==> config.mk <==
export PLATFORM = sky130hd
export DESIGN_NAME = burst_addr_seq
export DESIGN_NICKNAME = d
export VERILOG_FILES = /design/src/rtl/burst_seq_pkg.sv /design/src/rtl/burst_load_ctrl.sv /design/src/rtl/burst_beat_cnt.sv /design/src/rtl/burst_order_map.sv /design/src/rtl/burst_addr_seq.sv
export SDC_FILE = /design/constraint.sdc
export NUM_CORES = 1
export LEC_CHECK = 0
export BUFFER_PORTS_ARGS = -buffer_cell sky130_fd_sc_hd__buf_2
export CAP_MARGIN = 20
export CELL_PAD_IN_SITES_DETAIL_PLACEMENT = 0
export CELL_PAD_IN_SITES_GLOBAL_PLACEMENT = 1
export CORE_MARGIN = 5
export CORE_UTILIZATION = 31
export DETAILED_ROUTE_END_ITERATION = 7
export HOLD_SLACK_MARGIN = 0.02
export MAX_ROUTING_LAYER = met4
export PLACE_DENSITY = 0.85
export SLEW_MARGIN = 10
export SYNTH_ARGS = -nofsm -noshare
export SYNTH_HDL_FRONTEND = slang
export SYNTH_SLANG_ARGS = --single-unit
==> constraint.sdc <==
create_clock -name clk -period 1.7 [get_ports clk]
set_clock_uncertainty 0.1 [all_clocks]
set_input_delay 0 -clock clk [delete_from_list [all_inputs] [get_ports clk]]
set_output_delay 0 -clock clk [all_outputs]
set_load 0.005 [all_outputs]
==> src/rtl/burst_seq_pkg.sv <==
// Package: burst_seq_pkg
// Shared types for the burst address sequencer.
// Assumes: the consumers agree on the action encoding below.
package burst_seq_pkg;

    // Per-cycle decision taken by the load controller.
    typedef enum logic [1:0] {
        ACT_HOLD = 2'd0,
        ACT_LOAD = 2'd1,
        ACT_STEP = 2'd2
    } seq_act_e;

endpackage

==> src/rtl/burst_load_ctrl.sv <==
// Module: burst_load_ctrl
// Decides, each cycle, whether the sequencer loads, steps or holds.
// Assumes: the strobes and adv are synchronous to clk. A load outranks adv.
module burst_load_ctrl
    import burst_seq_pkg::*;
(
    input  logic     ld_a,
    input  logic     ld_b,
    input  logic     adv,
    output seq_act_e act
);

    // Priority select: either strobe, then advance, else hold.
    always_comb begin
        if (ld_a || ld_b) begin
            act = ACT_LOAD;
        end else if (adv) begin
            act = ACT_STEP;
        end else begin
            act = ACT_HOLD;
        end
    end

endmodule

==> src/rtl/burst_beat_cnt.sv <==
// Module: burst_beat_cnt
// Keeps the loaded start bits and the count of beats taken since the load.
// Assumes: BEAT_W is small (the beat count wraps modulo 2**BEAT_W).
module burst_beat_cnt
    import burst_seq_pkg::*;
#(
    parameter int BEAT_W = 2
) (
    input  logic              clk,
    input  logic              rst_n,
    input  seq_act_e          act,
    input  logic [BEAT_W-1:0] load_lo,
    output logic [BEAT_W-1:0] start_q,
    output logic [BEAT_W-1:0] beat_q,
    output logic [BEAT_W-1:0] beat_nxt
);

    localparam logic [BEAT_W-1:0] BEAT_ONE = BEAT_W'(1);

    // Count of the beat that the next step would reach.
    assign beat_nxt = beat_q + BEAT_ONE;

    // Start bits and beat count: reset, capture on load, count on step.
    always_ff @(posedge clk) begin
        if (!rst_n) begin
            start_q <= '0;
            beat_q  <= '0;
        end else begin
            case (act)
                ACT_LOAD: begin
                    start_q <= load_lo;
                    beat_q  <= '0;
                end
                ACT_STEP: beat_q <= beat_nxt;
                default:  ;
            endcase
        end
    end

    // A step moves the count forward by exactly one, modulo the burst length.
    p_beat_step_r6: assert property (@(posedge clk) disable iff (!rst_n)
        (act == ACT_STEP) |=> (beat_q == $past(beat_q) + BEAT_ONE));

    // A load clears the beat count.
    p_load_clears_beat_r7: assert property (@(posedge clk) disable iff (!rst_n)
        (act == ACT_LOAD) |=> (beat_q == '0));

endmodule

==> src/rtl/burst_order_map.sv <==
// Module: burst_order_map
// Maps the start bits and a beat count to low address bits in linear or
// interleaved order.
// Assumes: purely combinational. The mode is constant over a burst.
module burst_order_map #(
    parameter int BEAT_W = 2
) (
    input  logic [BEAT_W-1:0] start_lo,
    input  logic [BEAT_W-1:0] beat,
    input  logic              order_lin,
    output logic [BEAT_W-1:0] lo_out
);

    logic [BEAT_W-1:0] lin_lo;
    logic [BEAT_W-1:0] ilv_lo;

    // Linear order: modular add of the beat count to the start bits.
    assign lin_lo = start_lo + beat;

    // Interleaved order: bitwise XOR, one gate per address bit.
    for (genvar gi = 0; gi < BEAT_W; gi++) begin : g_ilv
        assign ilv_lo[gi] = start_lo[gi] ^ beat[gi];
    end

    // Order select: mode high picks linear, low picks interleaved.
    assign lo_out = order_lin ? lin_lo : ilv_lo;

endmodule

==> src/rtl/burst_addr_seq.sv <==
// Module: burst_addr_seq
// Top of the burst address sequencer. Loads an external address on either
// strobe, steps the low BEAT_W bits on adv in linear or interleaved order,
// and otherwise holds.
// Assumes: synchronous active-low reset; order_lin is stable during a burst.
module burst_addr_seq
    import burst_seq_pkg::*;
#(
    parameter int ADDR_W = 10,
    parameter int BEAT_W = 2
) (
    input  logic              clk,
    input  logic              rst_n,
    input  logic [ADDR_W-1:0] ext_addr,
    input  logic              ld_a,
    input  logic              ld_b,
    input  logic              adv,
    input  logic              order_lin,
    output logic [ADDR_W-1:0] burst_addr
);

    localparam int HI_W = ADDR_W - BEAT_W;

    seq_act_e          act;
    logic [BEAT_W-1:0] start_q;
    logic [BEAT_W-1:0] beat_q;
    logic [BEAT_W-1:0] beat_nxt;
    logic [BEAT_W-1:0] lo_nxt;
    logic [ADDR_W-1:0] addr_q;

    burst_load_ctrl u_ctrl (
        .ld_a (ld_a),
        .ld_b (ld_b),
        .adv  (adv),
        .act  (act)
    );

    burst_beat_cnt #(.BEAT_W(BEAT_W)) u_beat (
        .clk      (clk),
        .rst_n    (rst_n),
        .act      (act),
        .load_lo  (ext_addr[BEAT_W-1:0]),
        .start_q  (start_q),
        .beat_q   (beat_q),
        .beat_nxt (beat_nxt)
    );

    burst_order_map #(.BEAT_W(BEAT_W)) u_map (
        .start_lo  (start_q),
        .beat      (beat_nxt),
        .order_lin (order_lin),
        .lo_out    (lo_nxt)
    );

    // Address register: reset, load whole address, step low bits, or hold.
    always_ff @(posedge clk) begin
        if (!rst_n) begin
            addr_q <= '0;
        end else begin
            case (act)
                ACT_LOAD: addr_q <= ext_addr;
                ACT_STEP: addr_q[BEAT_W-1:0] <= lo_nxt;
                default:  ;
            endcase
        end
    end

    assign burst_addr = addr_q;

    // A strobe captures the offered address.
    p_load_r2: assert property (@(posedge clk) disable iff (!rst_n)
        (ld_a || ld_b) |=> (burst_addr == $past(ext_addr)));

    // Upper bits are untouched by a step.
    p_upper_hold_r3: assert property (@(posedge clk) disable iff (!rst_n)
        (!ld_a && !ld_b && adv) |=> (burst_addr[ADDR_W-1:BEAT_W] == $past(burst_addr[ADDR_W-1:BEAT_W])));

    // Linear step: low bits minus start equal the beat count.
    p_linear_r4: assert property (@(posedge clk) disable iff (!rst_n)
        (!ld_a && !ld_b && adv && order_lin) |=> (BEAT_W'(burst_addr[BEAT_W-1:0] - start_q) == beat_q));

    // Interleaved step: low bits XOR start equal the beat count.
    p_interleave_r5: assert property (@(posedge clk) disable iff (!rst_n)
        (!ld_a && !ld_b && adv && !order_lin) |=> ((burst_addr[BEAT_W-1:0] ^ start_q) == beat_q));

    // Idle cycle keeps the address.
    p_hold_r8: assert property (@(posedge clk) disable iff (!rst_n)
        (!ld_a && !ld_b && !adv) |=> $stable(burst_addr));

    // Reset clears the address.
    p_reset_r1: assert property (@(posedge clk)
        !rst_n |=> (burst_addr == '0));

    // Upper-field width must be non-negative.
    initial begin
        assert (HI_W >= 0) else $error("ADDR_W smaller than BEAT_W");
    end

endmodule

==> summary.txt, run 1 <==
Status
  • Outcome: complete, no violations

Setup path
  • Reg2reg end: burst_addr[1]$_SDFFE_PN0P_
  • R2r worst-path depth: 5
  • Critical path launch point type: input port
  • Critical path class: in -> reg
  • Crit path required time: 1.81 ns
  • CP Capture Type: flop
  • Critical Path AT: 1.59 ns
  • Worst R2R Start: u_beat.beat_q[0]$_SDFFE_PN0P_
  • R2R Setup Slk: approximately 0.34 ns
  • Worst Path Max Fanout: 15

Synth
  • Post-Syn Nets: 84
  • Yosys reg bits: 14
  • Synth Area per Inst: around 8.9 um^2
  • Synthesized netlist cell count: between 60 and 70
  • Post-synth design cell area: 599.3 um^2
  • Register area share after synthesis: 0.4676
  • Total number of yosys warnings: 0
  • Yosys cell types: 17

Clock network
  • Clock buffer count from CTS: 3
  • CTS Sinks: 14
  • Htree depth: 1
  • CTS tree: done
  • Root Driver: clkbuf_4
  • Clock Path Buffers: 2
  • Worst skew pair latency: between 0.2 and 0.3 ns
  • Clock-pin slew of the registers on the worst-case setup and hold paths: 0.08 ns
  • Post CTS Setup Buffer Count: 0

Layout
  • Commonest non-fill, non-tap cell in the layout: buf_2
  • Antenna cell count: 0
  • Commonest cells after routing, fill and taps aside: 25 x buf_2, 24 x nand2_1, 23 x dlygate4sd3_1
  • Fillers: roughly 190
  • Area grow syn2layout: 65.76%
  • Layout cell share with drive strength beyond 1: 0.2783
  • Final #Nets: about 130
  • Util after Layout: 0.5224

Power
  • Peak supply drop: ~0.00035 V
  • Power Dens Cells: about 670 mW/mm^2
  • Leak Pwr: approximately 0.48 nW

Detailed routing
  • Vias: ~600
  • Routed Antenna Nets: 0
  • # DRC: 0
  • Avg WL per Cell: approximately 11 um
  • Vias per cell: ~4.2
  • Final wirelength: approximately 1.5 mm
  • Drt first-iter violations: 2
  • Drt pass-1 iters: 2

Floorplanning
  • I/O pin count: 26
  • Height of the die: between 50 and 60 um
  • Core Box Area: 0.001902 mm^2
  • FP Rows: 16
  • Die X: approximately 54 um
  • Die area: 0.002913 mm^2
  • Initial core utilization: 0.3151

Timing
  • RSZ-0062 raised after global routing: false
  • Setup TNS: 0 ns
  • Final Max Tran Viols: 0
  • Final Hold Viols: 0
  • Setup violators final: 0
  • Post-layout min period: 1.473 ns
  • Least-Margin Pin Slew: 0.5409 ns
  • Slew margin rel.: 0.6390
  • Fmax: approximately 680 MHz
  • Period utilization: 0.8666

Worst hold path
  • Endpoint, Worst Hold: u_beat.beat_q[1]$_SDFFE_PN0P_
  • Min-delay src: ld_a
  • Hold path cells: 4
  • Worst min path class: in -> reg

Placed design
  • GP Congestion: between 0.7 and 0.8
  • DP Wirelength: 909.3 um
  • Port buffer count: 25

GRT
  • Largest net degree at the start of global routing: 16
  • Via count of the first global-routing pass: 584
  • Initial antenna violation count: 0
  • Tot GR Track Use: 0.1233
  • Gr ovfl total: 0
  • Global-route wire length before repair: between 2 and 2.5 mm

Run
  • MaxCap Viol Count: 0
-- worst max path at each step --
| stage | to | cells past startpoint | from |
|---|---|---|---|
| 5_1_grt | u_beat.start_q[1]$_SDFFE_PN0N_ | 4 | rst_n |
| 2_1_floorplan | burst_addr[1]$_SDFFE_PN0P_ | 5 | u_beat.beat_q[0]$_SDFFE_PN0P_ |
| 3_3_place_gp | burst_addr[1]$_SDFFE_PN0P_ | 5 | u_beat.beat_q[0]$_SDFFE_PN0P_ |
| 6_report | u_beat.start_q[1]$_SDFFE_PN0N_ | 4 | rst_n |
| 4_1_cts | burst_addr[3]$_SDFFE_PN0N_ | 4 | rst_n |
| 3_5_place_dp | burst_addr[1]$_SDFFE_PN0P_ | 5 | u_beat.beat_q[0]$_SDFFE_PN0P_ |
-- repair_timing --
item | CTS | global route
resized for setup | 0 | 0
hold endpoints to repair | 14 | 0
hold buffers | 23 | 0
-- power by group --
| part | total, mW | leakage, nW | internal (mW) | switching [mW] |
|---|---|---|---|---|
| clock network | 0.181 | 0.0138 | 0.0820 | 0.0989 |
| logic | 0.131 | 0.347 | 0.0819 | 0.0488 |
| registers | 0.356 | 0.116 | 0.347 | 0.00939 |
-- metal layers --
| metal | GRT usage | vias up | routed length [um] |
|---|---|---|---|
| met2 | 0.2117 | 11 | 790 |
| met5 | - | - | 0 |
| met3 | 0.02493 | 4 | 49 |
| met1 | 0.1289 | 269 | 616 |
| met4 | 0.07469 | 0 | 48 |
| li1 | - | 315 | - |
-- final cells by class --
class                   count  area, um^2  area share
repair buffers             48       355.3      0.3577
inverters                   1       5.005    0.005038
multi-input cells          49       296.5      0.2985
clock buffers               3       22.52     0.02267
flip-flops and latches     14       280.3      0.2821
well taps                  27       33.78     0.03401
-- cells by family after synthesis --
group | count (synthesis) | share of synthesized area
AOI/OAI and AO/OA | 12 | 0.1587
xor gates and xnor gates | 4 | 0.08142
adders and majority gates | 1 | 0.02087
buffers and inverters | 4 | 0.03758
DFF | 14 | 0.4676
muxes | 1 | 0.01879
and+or+nand+nor | 31 | 0.2151
-- per-stage QoR --
step	power (mW)	std cells	setup slack (ns)	hold WS (ns)	instance area, um^2
after global routing	0.7015	142	0.1431	0.07191	993.5
final	0.6675	142	0.2268	0.03091	993.5
after detailed placement	0.4515	116	0.3446	0.1590	740.7
after CTS	0.6735	142	0.3184	0.02522	993.5
after global placement	0.4498	116	0.4030	0.1535	740.7
after floorplan	0.4115	67	0.4229	0.03680	599.3
-- worst max-delay path: stages --
cell	delay, ns
dlygate4sd3_1	0.53
buf_2	0.25
a21boi_0	0.21
dlygate4sd3_1	0.59
-- registers in the layout, summed over array words and instances, names as in the netlist --
| signal | cells |
|---|---|
| u_beat.beat_q | 2 |
| u_beat.start_q | 2 |
| burst_addr | 10 |
-- cells in the mapped netlist (all sizes together) --
master / instances / share of area
or2: 1 / 0.010
a21boi: 11 / 0.14
ha: 1 / 0.021
mux2: 1 / 0.019
dfxtp: 14 / 0.47
xnor2: 1 / 0.015
nand3: 2 / 0.017
xnor3: 1 / 0.038
clkinv: 1 / 0.0083
nand2: 24 / 0.15
o211ai: 1 / 0.021
xor2: 2 / 0.029
buf: 3 / 0.029
nor2: 3 / 0.023
nand4b: 1 / 0.015
No activity file was read; power rests on OpenSTA's default activity.
==> run 2, diff against run 1 <==
- MAX_ROUTING_LAYER: met4 -> default
==> summary.txt, run 2 (same netlist as run 1, synthesis figures left out) <==
Status
  • Outcome: complete, no violations

Clock network
  • Clock buffer count from CTS: 3
  • Clock Path Buffers: 2
  • Clock-pin slew of the registers on the worst-case setup and hold paths: ~0.080 ns
  • Htree depth: 1
  • PostCTS Resize Cnt: 0
  • Worst skew pair latency: 0.27 ns
  • Root Driver: clkbuf_4
  • CTS tree: done
  • CTS Sinks: 14

Setup path
  • Top delay family on crit path: buffers and inverters
  • Critical Path AT: between 1.5 and 2 ns
  • CP max stage cell: dlygate4sd3_1
  • CP Capture Type: flop
  • Most frequent CP cell: dlygate4sd3_1
  • Buf+Inv Stages, Crit Path: 3
  • Crit path cell chain: dlygate4sd3_1 > buf_2 > a21boi_0 > dlygate4sd3_1
  • CP max stage delay: just under 0.6 ns
  • Critical path launch point type: input port
  • Crit path required time: 1.81 ns
  • Critical path class: in -> reg
  • Worst Path Max Fanout: 15

Detailed routing
  • Vias: between 500 and 600
  • Routed Antenna Nets: 0
  • Vias per cell: roughly 4.2
  • Final wirelength: roughly 1.5 mm
  • Avg WL per Cell: about 11 um
  • Drt pass-1 iters: 2
  • Drt first-iter violations: 3
  • # DRC: 0

Placed design
  • Pre-CTS WS: 0.3446 ns
  • Port buffer count: 25
  • GP Congestion: 0.7148
  • DP Wirelength: 909.3 um
  • Post-placement cell area: 740.7 um^2

Layout
  • Antenna cell count: 0
  • Max reg flops: 10
  • Final Instance Area: 993.5 um^2
  • Fillers: between 150 and 200
  • Commonest cells after routing, fill and taps aside: 25 x buf_2, 24 x nand2_1, 23 x dlygate4sd3_1
  • Util after Layout: 0.5224
  • Area grow syn2layout: 65.76%
  • Final #Nets: around 130
  • Commonest non-fill, non-tap cell in the layout: buf_2
  • Layout cell share with drive strength beyond 1: 0.2783

Timing
  • Setup violators final: 0
  • Slew margin rel.: 0.6417
  • Final Hold Viols: 0
  • RSZ-0062 raised after global routing: false
  • Least-Margin Pin Slew: approximately 0.54 ns
  • Setup ws final: approximately 0.23 ns
  • Final Max Tran Viols: 0
  • Period utilization: 0.8664
  • Post-layout min period: roughly 1.5 ns
  • Fmax: 678.9 MHz
  • Setup TNS: 0 ns

Floorplanning
  • Die X: about 54 um
  • Core Box Area: ~0.0019 mm^2
  • Height of the die: 53.97 um
  • I/O pin count: 26
  • FP Rows: 16
  • Die area: approximately 0.0029 mm^2
  • Initial core utilization: 0.3151

Worst hold path
  • Worst min path class: in -> reg

Power
  • Power Dens Cells: between 600 and 700 mW/mm^2
  • PnR Total Power: roughly 670 uW
  • Peak supply drop: between 0.0003 and 0.0004 V
  • Leak Pwr: roughly 0.48 nW

GRT
  • Largest net degree at the start of global routing: 16
  • Initial antenna violation count: 0
  • Global-route wire length before repair: between 2 and 2.5 mm
  • Gr ovfl total: 0
  • Via count of the first global-routing pass: approximately 590
  • Tot GR Track Use: 0.1199

Run
  • MaxCap Viol Count: 0
[run 2: final timing paths]
path,slack (ns),end,start,cells past startpoint
worst max-delay path,0.23,u_beat.start_q[1]$_SDFFE_PN0N_,rst_n,4
worst min-delay path,0.03,u_beat.beat_q[1]$_SDFFE_PN0P_,ld_a,4
worst max register to register,0.35,burst_addr[1]$_SDFFE_PN0P_,u_beat.beat_q[0]$_SDFFE_PN0P_,5
worst min register to register,0.44,u_beat.beat_q[1]$_SDFFE_PN0P_,u_beat.beat_q[1]$_SDFFE_PN0P_,2
[run 2: metal layers]
layer,track usage,wire [um],vias to the layer above
li1,-,-,315
met1,0.1289,613,269
met2,0.2117,804,11
met3,0.02493,48,4
met4,0.07469,34,0
met5,0,0,-
[run 2: metrics by stage]
stage,cells,hold slack (ns)
floorplan,67,0.03680
global placement,116,0.1535
detailed placement,116,0.1590
CTS,142,0.02522
global route,142,0.07190
finish,142,0.02959
[run 2: where the power goes]
group          total (mW)  switching [mW]  internal [mW]
registers           0.356         0.00937          0.347
logic               0.131          0.0487         0.0819
clock network       0.181          0.0990         0.0820
[run 2: timing repair]
action	CTS	global route
setup buffers	0	0
hold buffers	23	0
hold endpoints to repair	14	0
[run 2: layout make-up]
class | count | area (um^2) | share of cell area
Clock buffer | 3 | 22.52 | 0.02267
Timing Repair Buffer | 48 | 355.3 | 0.3577
Tap cell | 27 | 33.78 | 0.03401
Sequential cell | 14 | 280.3 | 0.2821
Inverter | 1 | 5.005 | 0.005038
Multi-Input combinational cell | 49 | 296.5 | 0.2985
[run 2: worst min-delay path, delay by kind of cell]
kind,cells,cell delay (ns)
and+or+nand+nor,3,0.27
buffers and inverters,1,0.09
